<file path="config.mk">
export PLATFORM = sky130hd
export DESIGN_NAME = hamming35_codec
export DESIGN_NICKNAME = d
export VERILOG_FILES = /design/src/rtl/hamming35_pkg.sv /design/src/rtl/h35_ctrl.sv /design/src/rtl/h35_datapath.sv /design/src/rtl/hamming35_codec.sv
export SDC_FILE = /design/constraint.sdc
export NUM_CORES = 1
export LEC_CHECK = 0
export BUFFER_PORTS_ARGS = -buffer_cell sky130_fd_sc_hd__buf_2
export CAP_MARGIN = 25
export CORE_MARGIN = 2
export CORE_UTILIZATION = 46
export CTS_CLUSTER_SIZE = 12
export DETAILED_ROUTE_END_ITERATION = 10
export GPL_TIMING_DRIVEN = 0
export PLACE_DENSITY_LB_ADDON = 0.25
export SETUP_SLACK_MARGIN = 0.1
export SLEW_MARGIN = 15
export SYNTH_ARGS = -nofsm -noshare
export SYNTH_HDL_FRONTEND = slang
export SYNTH_SLANG_ARGS = --single-unit
export TNS_END_PERCENT = 100
</file>
<file path="constraint.sdc">
create_clock -name clk -period 4.83 [get_ports clk]
set_input_delay 1.2075 -clock clk [delete_from_list [all_inputs] [get_ports clk]]
set_output_delay 1.2075 -clock clk [all_outputs]
set_load 0.01 [all_outputs]
</file>
<file path="src/rtl/hamming35_pkg.sv">
package hamming35_pkg;

  localparam int H35_NIB_W  = 4;
  localparam int H35_NIBS   = 4;
  localparam int H35_CW_W   = 7;
  localparam int H35_WORD_W = H35_NIB_W * H35_NIBS;
  localparam int H35_GRP_W  = H35_NIBS + 1;
  localparam int H35_FRAME_W = H35_CW_W * H35_GRP_W;
  localparam int H35_CNT_W  = $clog2(H35_CW_W + 1);

  typedef struct packed {
    logic encLoad;
    logic decLoad;
  } h35_strobe_t;

  typedef struct packed {
    logic [H35_NIB_W-1:0] data;
    logic                 fixed;
  } h35_fix_t;

  // Least significant bit of the nibble in slot idx (R1 order).
  function automatic int h35NibLsb(input int idx);
    int byteSel;
    int hiLo;
    byteSel = idx % 2;
    hiLo    = idx / 2;
    return H35_WORD_W - 8 * byteSel - H35_NIB_W - H35_NIB_W * hiLo;
  endfunction

  // Hamming(7,4); result bit 6 is position 1.
  function automatic logic [H35_CW_W-1:0] h35CodeNibble(input logic [H35_NIB_W-1:0] d);
    logic p1, p2, p4;
    p1 = d[0] ^ d[1] ^ d[3];
    p2 = d[0] ^ d[2] ^ d[3];
    p4 = d[1] ^ d[2] ^ d[3];
    return {p1, p2, d[0], p4, d[1], d[2], d[3]};
  endfunction

  // Syndrome decode of one 7-bit code (bit 6 is position 1).
  function automatic h35_fix_t h35FixNibble(input logic [H35_CW_W-1:0] rx);
    logic [H35_CW_W-1:0] r;
    logic [2:0] syn;
    h35_fix_t res;
    r = rx;
    syn[0] = r[6] ^ r[4] ^ r[2] ^ r[0];
    syn[1] = r[5] ^ r[4] ^ r[1] ^ r[0];
    syn[2] = r[3] ^ r[2] ^ r[1] ^ r[0];
    if (syn != 3'd0) r[H35_CW_W - int'(syn)] = ~r[H35_CW_W - int'(syn)];
    res.data  = {r[0], r[1], r[2], r[4]};
    res.fixed = (syn != 3'd0);
    return res;
  endfunction

  // Full frame encode: column interleave plus marker per group.
  function automatic logic [H35_FRAME_W-1:0] h35Encode(input logic [H35_WORD_W-1:0] w);
    logic [H35_FRAME_W-1:0] f;
    logic [H35_CW_W-1:0] cw [H35_NIBS];
    logic [H35_NIBS-1:0] col;
    for (int k = 0; k < H35_NIBS; k++) cw[k] = h35CodeNibble(w[h35NibLsb(k) +: H35_NIB_W]);
    f = '0;
    for (int g = 0; g < H35_CW_W; g++) begin
      for (int k = 0; k < H35_NIBS; k++) begin
        col[k] = cw[k][H35_CW_W-1-g];
        f[H35_FRAME_W-1-(g*H35_GRP_W+k)] = col[k];
      end
      f[H35_FRAME_W-1-(g*H35_GRP_W+H35_NIBS)] = ~|col;
    end
    return f;
  endfunction

endpackage

</file>
<file path="src/rtl/h35_ctrl.sv">
module h35_ctrl
  import hamming35_pkg::*;
(
  input  logic        clk,
  input  logic        rstN,
  input  logic        encInValid,
  input  logic        encOutReady,
  input  logic        decInValid,
  input  logic        decOutReady,
  output logic        encInReady,
  output logic        encOutValid,
  output logic        decInReady,
  output logic        decOutValid,
  output h35_strobe_t strobe
);

  assign encInReady     = !encOutValid || encOutReady;
  assign decInReady     = !decOutValid || decOutReady;
  assign strobe.encLoad = encInValid && encInReady;
  assign strobe.decLoad = decInValid && decInReady;

  always_ff @(posedge clk) begin
    if (!rstN) begin
      encOutValid <= 1'b0;
      decOutValid <= 1'b0;
    end else begin
      if (strobe.encLoad)   encOutValid <= 1'b1;
      else if (encOutReady) encOutValid <= 1'b0;
      if (strobe.decLoad)   decOutValid <= 1'b1;
      else if (decOutReady) decOutValid <= 1'b0;
    end
  end

endmodule

</file>
<file path="src/rtl/h35_datapath.sv">
module h35_datapath
  import hamming35_pkg::*;
(
  input  logic                   clk,
  input  logic                   rstN,
  input  h35_strobe_t            strobe,
  input  logic [H35_WORD_W-1:0]  encInData,
  input  logic [H35_FRAME_W-1:0] decInCode,
  output logic [H35_FRAME_W-1:0] encOutCode,
  output logic [H35_WORD_W-1:0]  decOutData,
  output logic [H35_CNT_W-1:0]   decOutStopErr,
  output logic [H35_CNT_W-1:0]   decOutCorr
);

  logic [H35_FRAME_W-1:0] encNext;
  logic [H35_NIBS-1:0]    nibFixed;
  logic [H35_CW_W-1:0]    stopBad;
  logic [H35_WORD_W-1:0]  decWord;
  logic [H35_NIB_W-1:0]   nibData [H35_NIBS];

  assign encNext = h35Encode(encInData);

  // De-interleave and correct each nibble code.
  for (genvar k = 0; k < H35_NIBS; k++) begin : g_nib
    logic [H35_CW_W-1:0] rxCode;
    h35_fix_t            fixRes;
    for (genvar g = 0; g < H35_CW_W; g++) begin : g_pos
      assign rxCode[H35_CW_W-1-g] = decInCode[H35_FRAME_W-1-(g*H35_GRP_W+k)];
    end
    assign fixRes      = h35FixNibble(rxCode);
    assign nibData[k]  = fixRes.data;
    assign nibFixed[k] = fixRes.fixed;
  end

  // Marker consistency per group.
  for (genvar g = 0; g < H35_CW_W; g++) begin : g_grp
    logic [H35_GRP_W-1:0] grp;
    assign grp        = decInCode[H35_FRAME_W-1-g*H35_GRP_W -: H35_GRP_W];
    assign stopBad[g] = grp[0] != ~|grp[H35_GRP_W-1:1];
  end

  always_comb begin
    decWord = '0;
    for (int k = 0; k < H35_NIBS; k++) decWord[h35NibLsb(k) +: H35_NIB_W] = nibData[k];
  end

  always_ff @(posedge clk) begin
    if (!rstN) begin
      encOutCode    <= '0;
      decOutData    <= '0;
      decOutStopErr <= '0;
      decOutCorr    <= '0;
    end else begin
      if (strobe.encLoad) encOutCode <= encNext;
      if (strobe.decLoad) begin
        decOutData    <= decWord;
        decOutStopErr <= H35_CNT_W'($countones(stopBad));
        decOutCorr    <= H35_CNT_W'($countones(nibFixed));
      end
    end
  end

endmodule

</file>
<file path="src/rtl/hamming35_codec.sv">
module hamming35_codec
  import hamming35_pkg::*;
(
  input  logic        clk,
  input  logic        rstN,
  input  logic        encInValid,
  output logic        encInReady,
  input  logic [15:0] encInData,
  output logic        encOutValid,
  input  logic        encOutReady,
  output logic [34:0] encOutCode,
  input  logic        decInValid,
  output logic        decInReady,
  input  logic [34:0] decInCode,
  output logic        decOutValid,
  input  logic        decOutReady,
  output logic [15:0] decOutData,
  output logic [2:0]  decOutStopErr,
  output logic [2:0]  decOutCorr
);

  h35_strobe_t strobe;

  h35_ctrl ctrl_i (
    .clk(clk), .rstN(rstN),
    .encInValid(encInValid), .encOutReady(encOutReady),
    .decInValid(decInValid), .decOutReady(decOutReady),
    .encInReady(encInReady), .encOutValid(encOutValid),
    .decInReady(decInReady), .decOutValid(decOutValid),
    .strobe(strobe)
  );

  h35_datapath dp_i (
    .clk(clk), .rstN(rstN), .strobe(strobe),
    .encInData(encInData), .decInCode(decInCode),
    .encOutCode(encOutCode), .decOutData(decOutData),
    .decOutStopErr(decOutStopErr), .decOutCorr(decOutCorr)
  );

endmodule

</file>
==> results_dict.tcl, run 1 <==
set metrics [dict create \
    syn_nets 609 \
    slew_violations 0 \
    netlist_area_um2 4090 \
    drt-total-wl_um 11800 \
    clockBufferDepth 2 \
    cp-endpoint "dp_i.decOutStopErr[1]$_SDFFE_PN0P_" \
    area_growth_pct 21.1 \
    io_pins 118 \
    crit_required_ns 5.07 \
    die_area_um2 9650 \
    seqPwrFrac 0.372 \
    post-route-period-util 0.751 \
    crit_top_cell "inv_1" \
    cts_setup_buffers 0 \
    vias 4334 \
    h-tree-depth 3 \
    cts.clk_slew.worst_paths_ns 0.07 \
    cts_tree "yes" \
    whs_ns 0.452 \
    r2r_cells 6 \
    rsz0062_at_grt "false" \
    overflow 0 \
    synth_top_area_cell "dfxtp_1" \
    synth_most_common_cell "nand2_1" \
    tns_ns 0 \
    drt_iter0_drc 275 \
    busiest_layer "met2" \
    yosys_warnings 0 \
    grt_util_met2 0.380 \
    numCtsBuffers 9 \
    hold_path_class "flop to flop" \
    regToRegSetupSlack_ns 2.94 \
    nets 725 \
    crit_type "input pin to flop" \
    cts_root_buffer "clkbuf_8" \
    p_sw_frac 0.340 \
    insertion_delay_ns 0.34 \
    skew_ns 0.00643 \
    peakVddDrop_v 0.000142 \
    cts-hold-fix-buffers 0 \
    relSlewSlack 0.464 \
    antenna_cells 0 \
    crit_start "decInCode[28]" \
    async_flop_share 0 \
    grt_use_total 0.239 \
    synth_edf_count 0 \
    stdcell_area_um2 4950 \
    core-area_um2 8680 \
    yosysUniqueCellTypes 57 \
    wire_per_inst_um 15.3 \
    clock-sinks 59 \
    crit_slowest_cell "fa_1" \
    p_leak_nw 2.08 \
    synthTopCellsByCount "nand2_1, a21oi_1, dfxtp_1" \
    avgSynthCellArea_um2 7.55 \
    die_y_um 98.3 \
    seq_area_frac_synth 0.289 \
    powerDensity_nw_per_um2 298 \
    slowest_delay_ns 0.54 \
    hpwl_um 9100 \
    grt_pass1_vias 3953 \
    hold_viol 0 \
    dpl_cell_area_um2 4750 \
    grt_use_met1 0.319 \
    endpoint_kind "flop" \
    regToRegStartpoint "ctrl_i.decOutValid$_SDFFE_PN0P_" \
    ys_ff_latch 59 \
    synth_area_leaders "dfxtp_1, xnor2_1, a21oi_1" \
    ant_nets 0 \
    first_pass_iters 5 \
    max_freq_ghz 0.276 \
    clkPwrFrac 0.310 \
    reg2reg_to "dp_i.decOutData[9]$_SDFFE_PN0P_" \
    arrival_ns 3.87 \
    intPower_mw 0.974 \
    cap_viol_max_count 0 \
    drive_above_1_share 0.192 \
    initial_utilization 0.471 \
    grt_pass1_wl_um 19000 \
    crit_path_start_kind "input pin" \
    status "completed" \
    synth_top_area_frac 0.289 \
    p_sw_mw 0.503 \
    min_period_ns 3.63 \
    final_core_util 0.570 \
    avgViaCountPerCell 5.64 \
    antenna_found_initial 0 \
    met3_usage 0.0630 \
    worst_pin_slew_ns 0.798 \
    rows 34 \
    path_max_fanout 10 \
    io_buffers 105 \
    cts_resized 0 \
    crit_chain "buf_2 > clkbuf_1 > nor4_1 > xor2_1 > ha_1 > inv_1 > fa_1 > inv_1 > ha_1 > inv_1 > fa_1 > a211oi_1" \
    die_w_um 98.3 \
    synthCells 541 \
    combPwrFrac 0.318 \
    drc 0 \
    synth-main-ff-cell "dfxtp_1" \
    setup_viol 0 \
    place_congestion 0.937 \
    grt_max_degree 11 \
]
layer usage:
layer / up-vias / wire length (um)
li1: 2115 / -
met1: 2020 / 5190
met2: 177 / 5600
met3: 22 / 808
met4: 0 / 193
met5: - / 0
worst min-delay path by stage:
stage                                      from  depth (start not counted)                                to  slack, ns
2_1_floorplan   dp_i.encOutCode[0]$_SDFFE_PN0P_                          2   dp_i.encOutCode[0]$_SDFFE_PN0P_       0.48
3_3_place_gp    dp_i.encOutCode[5]$_SDFFE_PN0P_                          2   dp_i.encOutCode[5]$_SDFFE_PN0P_       0.44
3_5_place_dp   dp_i.encOutCode[11]$_SDFFE_PN0P_                          2  dp_i.encOutCode[11]$_SDFFE_PN0P_       0.44
4_1_cts        dp_i.encOutCode[11]$_SDFFE_PN0P_                          2  dp_i.encOutCode[11]$_SDFFE_PN0P_       0.45
5_1_grt         dp_i.encOutCode[8]$_SDFFE_PN0P_                          2   dp_i.encOutCode[8]$_SDFFE_PN0P_       0.48
6_report       dp_i.encOutCode[11]$_SDFFE_PN0P_                          2  dp_i.encOutCode[11]$_SDFFE_PN0P_       0.45
layout make-up:
| class | count | area [um^2] |
|---|---|---|
| buffer | 40 | 153 |
| clock buffer | 11 | 151 |
| clock inverter | 4 | 50.0 |
| fill | 846 | 3730 |
| inverter | 14 | 52.6 |
| multi-input combinational | 428 | 2700 |
| sequential | 59 | 1180 |
| tap | 108 | 135 |
| timing repair buffer | 105 | 526 |
placed cells by master, fill, tap and decap left out, types with 13 or more instances in the layout:
| master | synthesis | routed |
|---|---|---|
| a21oi_1 | 62 | 62 |
| buf_2 | 2 | 107 |
| clkbuf_1 | 33 | 33 |
| dfxtp_1 | 59 | 59 |
| inv_1 | 13 | 13 |
| nand2_1 | 75 | 75 |
| nand3_1 | 23 | 23 |
| nor2_1 | 48 | 48 |
| nor3_1 | 14 | 14 |
| o21ai_0 | 14 | 14 |
| xnor2_1 | 39 | 39 |
| xor2_1 | 34 | 34 |
stage by stage:
stage / power [mW] / worst slack, ns / instances
floorplan: 0.875 / 1.24 / 541
global placement: 1.01 / 0.959 / 754
detailed placement: 1.02 / 0.886 / 754
CTS: 1.48 / 1.24 / 769
global route: 1.56 / 0.996 / 769
finish: 1.48 / 1.20 / 769
critical path, delay by kind of cell:
kind | cells | cell delay (ns)
AO/OA/AOI/OAI | 1 | 0.23
XOR/XNOR | 1 | 0.12
adder cells (fa/ha/maj) | 4 | 1.43
buffers and inverters | 5 | 0.52
AND/OR/NAND/NOR | 1 | 0.37
cell families after synthesis:
family / count (synthesis) / share of synthesized area
AND/OR/NAND/NOR: 208 / 0.236
AO/OA/AOI/OAI: 129 / 0.193
XOR/XNOR: 78 / 0.185
flip-flops: 59 / 0.289
buffers and inverters: 54 / 0.0502
adder cells (fa/ha/maj): 11 / 0.0410
multiplexers: 2 / 0.00490
sequential cells by signal, summed over array words and instances (netlist names):
| signal | count |
|---|---|
| dp_i.decOutCorr | 3 |
| ctrl_i.encOutValid | 1 |
| dp_i.decOutStopErr | 3 |
| ctrl_i.decOutValid | 1 |
| dp_i.encOutCode | 35 |
| dp_i.decOutData | 16 |
power groups by stage:
stage | clock (mW) | combinational (mW) | sequential [mW]
after detailed placement | 0 | 0.464 | 0.559
final | 0.458 | 0.470 | 0.548
after global placement | 0 | 0.452 | 0.558
after global routing | 0.489 | 0.523 | 0.552
after CTS | 0.467 | 0.466 | 0.548
after floorplan | 0 | 0.301 | 0.573
No activity file was read; power rests on OpenSTA's default activity.
==> run 2, diff against run 1 <==
clock period = 3.16 ns   (was 4.83 ns; I/O delays follow)
==> run 2 against run 1 <==
Cell area up 1.5%. Global-route usage fell by 0.079 points. Setup slack worse by 1.0 ns. Total power increased by 54%. Via count is 1.3% lower. Register-to-register slack lost 1.6 ns. Sequential power rose by 53%. Critical path depth down 1. Die area unchanged. Final cell count down 0.52%. Clock skew decreased by 0.00095 ns.
==> results_dict.tcl, run 2 (synthesis gave the netlist of run 1 again) <==
set metrics [dict create \
    grt_pass1_wl_um 18800 \
    insertion_delay_ns 0.34 \
    p_total_mw 2.27 \
    h-tree-depth 3 \
    cts-hold-fix-buffers 0 \
    clkPwrFrac 0.310 \
    layout_common_cells "buf_2, nand2_1, a21oi_1" \
    cap_viol_max_count 0 \
    avgViaCountPerCell 5.59 \
    relSlewSlack 0.586 \
    die_w_um 98.3 \
    regToRegSetupSlack_ns 1.32 \
    largest_reg_flops 35 \
    p_leak_nw 2.12 \
    io_buffers 105 \
    stdcell_count 765 \
    overflow 0 \
    drive_above_1_share 0.218 \
    p_sw_mw 0.773 \
    cts.clk_slew.worst_paths_ns 0.07 \
    io_pins 118 \
    initial_utilization 0.471 \
    regArea_um2 1180 \
    drt_iter0_drc 162 \
    post-route-period-util 0.939 \
    reg_top3 "dp_i.encOutCode: 35 flops, dp_i.decOutData: 16 flops" \
    clock-sinks 59 \
    path_max_fanout 10 \
    crit_required_ns 3.41 \
    ant_nets 0 \
    max_freq_ghz 0.337 \
    cts_tree "yes" \
    place_congestion 0.870 \
    wire_per_inst_um 15.3 \
    nets 721 \
    endpoint_kind "flop" \
    nFillCells 820 \
    status "completed" \
    vias 4279 \
    numCtsBuffers 9 \
    cts_setup_buffers 0 \
    min_period_ns 2.97 \
    multi_input_area_um2 2780 \
    first_pass_iters 4 \
    grt_use_total 0.238 \
    largest-register "dp_i.encOutCode" \
    powerDensity_nw_per_um2 452 \
    antenna_cells 0 \
    setup_viol 0 \
    peakVddDrop_v 0.000219 \
    rsz0062_at_grt "true" \
    skew_ns 0.00547 \
    final_common_cell "buf_2" \
    drt-total-wl_um 11700 \
    crit_path_start_kind "input pin" \
    clockBufferDepth 2 \
    grt_pass1_vias 3993 \
    p_sw_frac 0.341 \
    hpwl_um 9120 \
    cts_root_buffer "clkbuf_8" \
    arrival_ns 3.22 \
    antenna_found_initial 0 \
    die_area_um2 9650 \
    slew_violations 0 \
    drc 0 \
    area_growth_pct 22.9 \
    hold_viol 0 \
    placed_cells_incl_taps 754 \
    core-area_um2 8680 \
    grt_max_degree 15 \
    die_y_um 98.3 \
    hold_path_class "flop to flop" \
    seqPwrFrac 0.369 \
    worst_pin_slew_ns 0.620 \
    rows 34 \
    crit_type "input pin to flop" \
    intPower_mw 1.50 \
    combPwrFrac 0.322 \
]
run 2: cell count changes in the layout (fill, tap and decap cells not counted), moves of 2 or more:
cell	before	now
buf_1	5	3
xnor2_1	39	36
xnor2_2	1	4
clkbuf_1	33	24
nor4_1	12	8
nor4_4	0	2
nor4_2	0	2
clkbuf_2	0	6
run 2: metrics by stage:
| stage | TNS (ns) | utilization | setup slack (ns) | instance area, um^2 | hold slack (ns) |
|---|---|---|---|---|---|
| global route | 0 | 0.579 | 0.0585 | 5020 | 0.475 |
| floorplan | 0 | - | 0.0666 | 4140 | 0.476 |
| detailed placement | -0.730 | 0.553 | -0.278 | 4800 | 0.444 |
| global placement | -0.434 | 0.553 | -0.172 | 4800 | 0.440 |
| CTS | 0 | 0.576 | 0.108 | 5000 | 0.452 |
| finish | 0 | 0.579 | 0.194 | 5020 | 0.450 |
run 2: final timing paths:
kind | end | from | depth (start not counted)
max | dp_i.decOutStopErr[1]$_SDFFE_PN0P_ | decInCode[17] | 11
min | dp_i.decOutData[6]$_SDFFE_PN0P_ | dp_i.decOutData[6]$_SDFFE_PN0P_ | 2
max reg2reg | dp_i.decOutData[9]$_SDFFE_PN0P_ | ctrl_i.decOutValid$_SDFFE_PN0P_ | 6
min reg2reg | dp_i.decOutData[6]$_SDFFE_PN0P_ | dp_i.decOutData[6]$_SDFFE_PN0P_ | 2
run 2: timing repair:
action,CTS,global route
resized for setup,2,11
pin swaps,1,3
setup endpoints to repair,1,4
run 2: power by group through the flow:
stage               clock (mW)  combinational (mW)  sequential (mW)
global route             0.753               0.813            0.843
detailed placement           0               0.717            0.853
floorplan                    0               0.466            0.876
global placement             0               0.695            0.851
CTS                      0.710               0.720            0.836
finish                   0.702               0.730            0.837
run 2: layer usage:
layer | GRT usage | vias up | wire length, um
li1 | - | 2109 | -
met3 | 0.0573 | 16 | 825
met5 | 0 | - | 0
met1 | 0.307 | 1976 | 5010
met4 | 0.0717 | 0 | 147
met2 | 0.398 | 178 | 5750
run 2: cell type report:
| class | instances | share of cell area |
|---|---|---|
| Sequential cell | 59 | 0.235 |
| Clock inverter | 4 | 0.00996 |
| Timing Repair Buffer | 105 | 0.105 |
| Buffer | 36 | 0.0304 |
| Inverter | 14 | 0.0105 |
| Tap cell | 108 | 0.0269 |
| Clock buffer | 11 | 0.0301 |
| Multi-Input combinational cell | 428 | 0.552 |
run 2: critical path, cell delays in order:
cell      delay, ns
clkbuf_1       0.41
nor4_2         0.08
xor2_1         0.16
ha_1           0.29
inv_1          0.05
fa_1           0.50
inv_1          0.05
ha_1           0.19
inv_1          0.07
fa_2           0.43
a211oi_1       0.19
==> run 3, diff against run 2 <==
ABC_AREA = 1   (was default)
GPL_ROUTABILITY_DRIVEN = 1   (was default)
==> run 3 against run 2 <==
Register-to-register slack better by 0.07 ns. Sequential share of layout area increased by 1.3 points. First-iteration DRC count increased by 35%. Sequential cell count did not move. Non-clock buffer count is 9 lower. Setup slack better by 0.093 ns. Clock power decreased by 6.6%. Worst hold slack improved by 0.013 ns. Synthesized area down 5.7%. Sequential power is 0.6% higher. Combinational power fell by 5.1%. Total power shrank 3.4%. Largest cell class unchanged.
==> results_dict.tcl, run 3 <==
set metrics [dict create \
    arrival_ns 3.08 \
    die_area_um2 9130 \
    hold_path_class "flop to flop" \
    max_freq_ghz 0.348 \
    area_growth_pct 23.4 \
    io_pins 118 \
    antenna_cells 0 \
    endpoint_kind "flop" \
    cts.clk_slew.worst_paths_ns 0.06 \
    synth-main-ff-cell "dfxtp_1" \
    crit_type "input pin to flop" \
    status "completed" \
    die_y_um 95.5 \
    slew_violations 0 \
    p_leak_nw 2.59 \
    peakVddDrop_v 0.000281 \
    hold-path-endpoint "dp_i.decOutData[7]$_SDFFE_PN0P_" \
    drt-total-wl_um 11300 \
    async_flop_share 0 \
    synth_top_area_frac 0.306 \
    synthCells 587 \
    hpwl_um 8880 \
    io_buffers 116 \
    powerDensity_nw_per_um2 461 \
    path_max_fanout 3 \
    hold_viol 0 \
    crit_path_start_kind "input pin" \
    wire_per_inst_um 13.7 \
    rsz0062_at_grt "false" \
    synthTopCellsByCount "nand2_1, inv_1, dfxtp_1" \
    crit_required_ns 3.37 \
    final_common_cell "nand2_1" \
    rows 33 \
    drc 0 \
    layout_common_cells "nand2_1, buf_2, inv_1" \
    stdcell_count 824 \
    slowest_delay_ns 0.47 \
    synth_edf_count 0 \
    largest-register "dp_i.encOutCode" \
    grt_pass1_vias 3847 \
    dpl_cell_area_um2 4570 \
    placed_cells_incl_taps 808 \
    vias 4196 \
    skew_ns 0.00250 \
    cts-hold-fix-buffers 0 \
    clockBufferDepth 2 \
    worst_pin_slew_ns 0.555 \
    synth_area_leaders "dfxtp_1, nand2_1, inv_1" \
    grt_pass1_wl_um 17300 \
    clock-sinks 59 \
    setup_viol 0 \
    regToRegSetupSlack_ns 1.39 \
    h-tree-depth 3 \
    avgViaCountPerCell 5.09 \
    numCtsBuffers 9 \
    grt_max_degree 11 \
    initial_utilization 0.471 \
    holdPathStages 2 \
    postLayoutSetupSlackWorst_ns 0.287 \
    insertion_delay_ns 0.34 \
    crit_start "decInCode[28]" \
    hold_start "dp_i.decOutData[7]$_SDFFE_PN0P_" \
    yosys_warnings 0 \
    seq_area_frac_synth 0.306 \
    drt_iter0_drc 218 \
    avgSynthCellArea_um2 6.57 \
    synth_top_area_cell "dfxtp_1" \
    largest_reg_flops 35 \
    first_pass_iters 4 \
    crit_slowest_cell "fa_1" \
    ys_ff_latch 59 \
    crit_top_cell "inv_1" \
    cts_root_buffer "clkbuf_8" \
    overflow 0 \
    syn_nets 655 \
    cap_viol_max_count 0 \
    synth_most_common_cell "nand2_1" \
    place_ws_ns -0.0797 \
    p_total_mw 2.19 \
    cts_tree "yes" \
    regToRegStartpoint "ctrl_i.decOutValid$_SDFFE_PN0P_" \
    reg_top3 "dp_i.encOutCode: 35 flops, dp_i.decOutData: 16 flops" \
    crit_chain "buf_2 > nor4_1 > xor2_1 > ha_1 > inv_1 > fa_1 > inv_1 > ha_1 > inv_1 > fa_1 > xnor2_1 > a21oi_1" \
    reg2reg_to "dp_i.decOutData[14]$_SDFFE_PN0P_" \
    core-area_um2 8180 \
    grt_use_total 0.248 \
    netlist_area_um2 3850 \
    stdcell_area_um2 4760 \
    antenna_found_initial 0 \
    relSlewSlack 0.630 \
    place_congestion 0.908 \
    cts_resized 0 \
    die_w_um 95.5 \
    post-route-period-util 0.909 \
    yosysUniqueCellTypes 29 \
    cts_setup_buffers 0 \
    ant_nets 0 \
    drive_above_1_share 0.231 \
    nets 782 \
    r2r_cells 6 \
    final_core_util 0.582 \
    min_period_ns 2.87 \
]
[run 3: cell count changes in the layout (fill, tap and decap cells not counted), sizes merged, moves of 13 or more]
cell | previous run | this run
a21oi | 62 | 43
clkbuf | 41 | 28
inv | 14 | 86
nand2 | 75 | 177
nand3 | 23 | 46
nor3 | 14 | 0
o21ai | 17 | 31
xnor2 | 40 | 27
xor2 | 36 | 21
[run 3: worst max path at each step]
| stage | endpoint | slack (ns) | depth (start not counted) |
|---|---|---|---|
| 4_1_cts | dp_i.decOutStopErr[2]$_SDFFE_PN0P_ | 0.30 | 12 |
| 2_1_floorplan | dp_i.decOutStopErr[2]$_SDFFE_PN0P_ | 0.24 | 11 |
| 3_5_place_dp | dp_i.decOutStopErr[2]$_SDFFE_PN0P_ | -0.08 | 12 |
| 5_1_grt | dp_i.decOutStopErr[2]$_SDFFE_PN0P_ | 0.11 | 12 |
| 3_3_place_gp | dp_i.decOutStopErr[2]$_SDFFE_PN0P_ | -0.01 | 12 |
| 6_report | dp_i.decOutStopErr[2]$_SDFFE_PN0P_ | 0.29 | 12 |
[run 3: routing by layer]
| metal | vias to the layer above | global-route usage | wire length, um |
|---|---|---|---|
| met5 | - | 0 | 0 |
| met4 | 0 | 0.0714 | 167 |
| met3 | 20 | 0.0743 | 782 |
| met2 | 127 | 0.410 | 5360 |
| met1 | 1935 | 0.311 | 4960 |
| li1 | 2114 | - | - |
[run 3: through the flow]
stage | hold slack [ns] | TNS (ns)
floorplan | 0.490 | 0
global placement | 0.452 | -0.0122
detailed placement | 0.457 | -0.0936
CTS | 0.467 | 0
global route | 0.487 | 0
finish | 0.463 | 0
[run 3: report_power, final]
part / switching, mW / internal, mW / total, mW
clock network: 0.287 / 0.370 / 0.656
registers: 0.0347 / 0.807 / 0.842
logic: 0.435 / 0.257 / 0.693
total: 0.757 / 1.43 / 2.19
[run 3: cell type report]
cell class	count	area (um^2)
buffer	16	63.8
clock buffer	15	186
clock inverter	1	5.00
fill	811	3420
inverter	89	334
multi-input combinational	423	2270
sequential	59	1180
tap	105	131
timing repair buffer	116	581
[run 3: worst max-delay path: cells and delay by family]
family	cells	cell delay, ns
buffers and inverters	4	0.30
adders and majority gates	4	1.27
xor gates and xnor gates	2	0.29
AOI/OAI and AO/OA	1	0.08
and+or+nand+nor	1	0.36
[run 3: kinds of logic (layout without fill, tap and decap cells)]
kind of cell,after synthesis,in the layout,synth area share
adder cells (fa/ha/maj),11,11,0.0435
buffers and inverters,105,237,0.103
AND/OR/NAND/NOR,279,279,0.307
AO/OA/AOI/OAI,85,85,0.119
XOR/XNOR,48,48,0.121
flip-flops,59,59,0.306
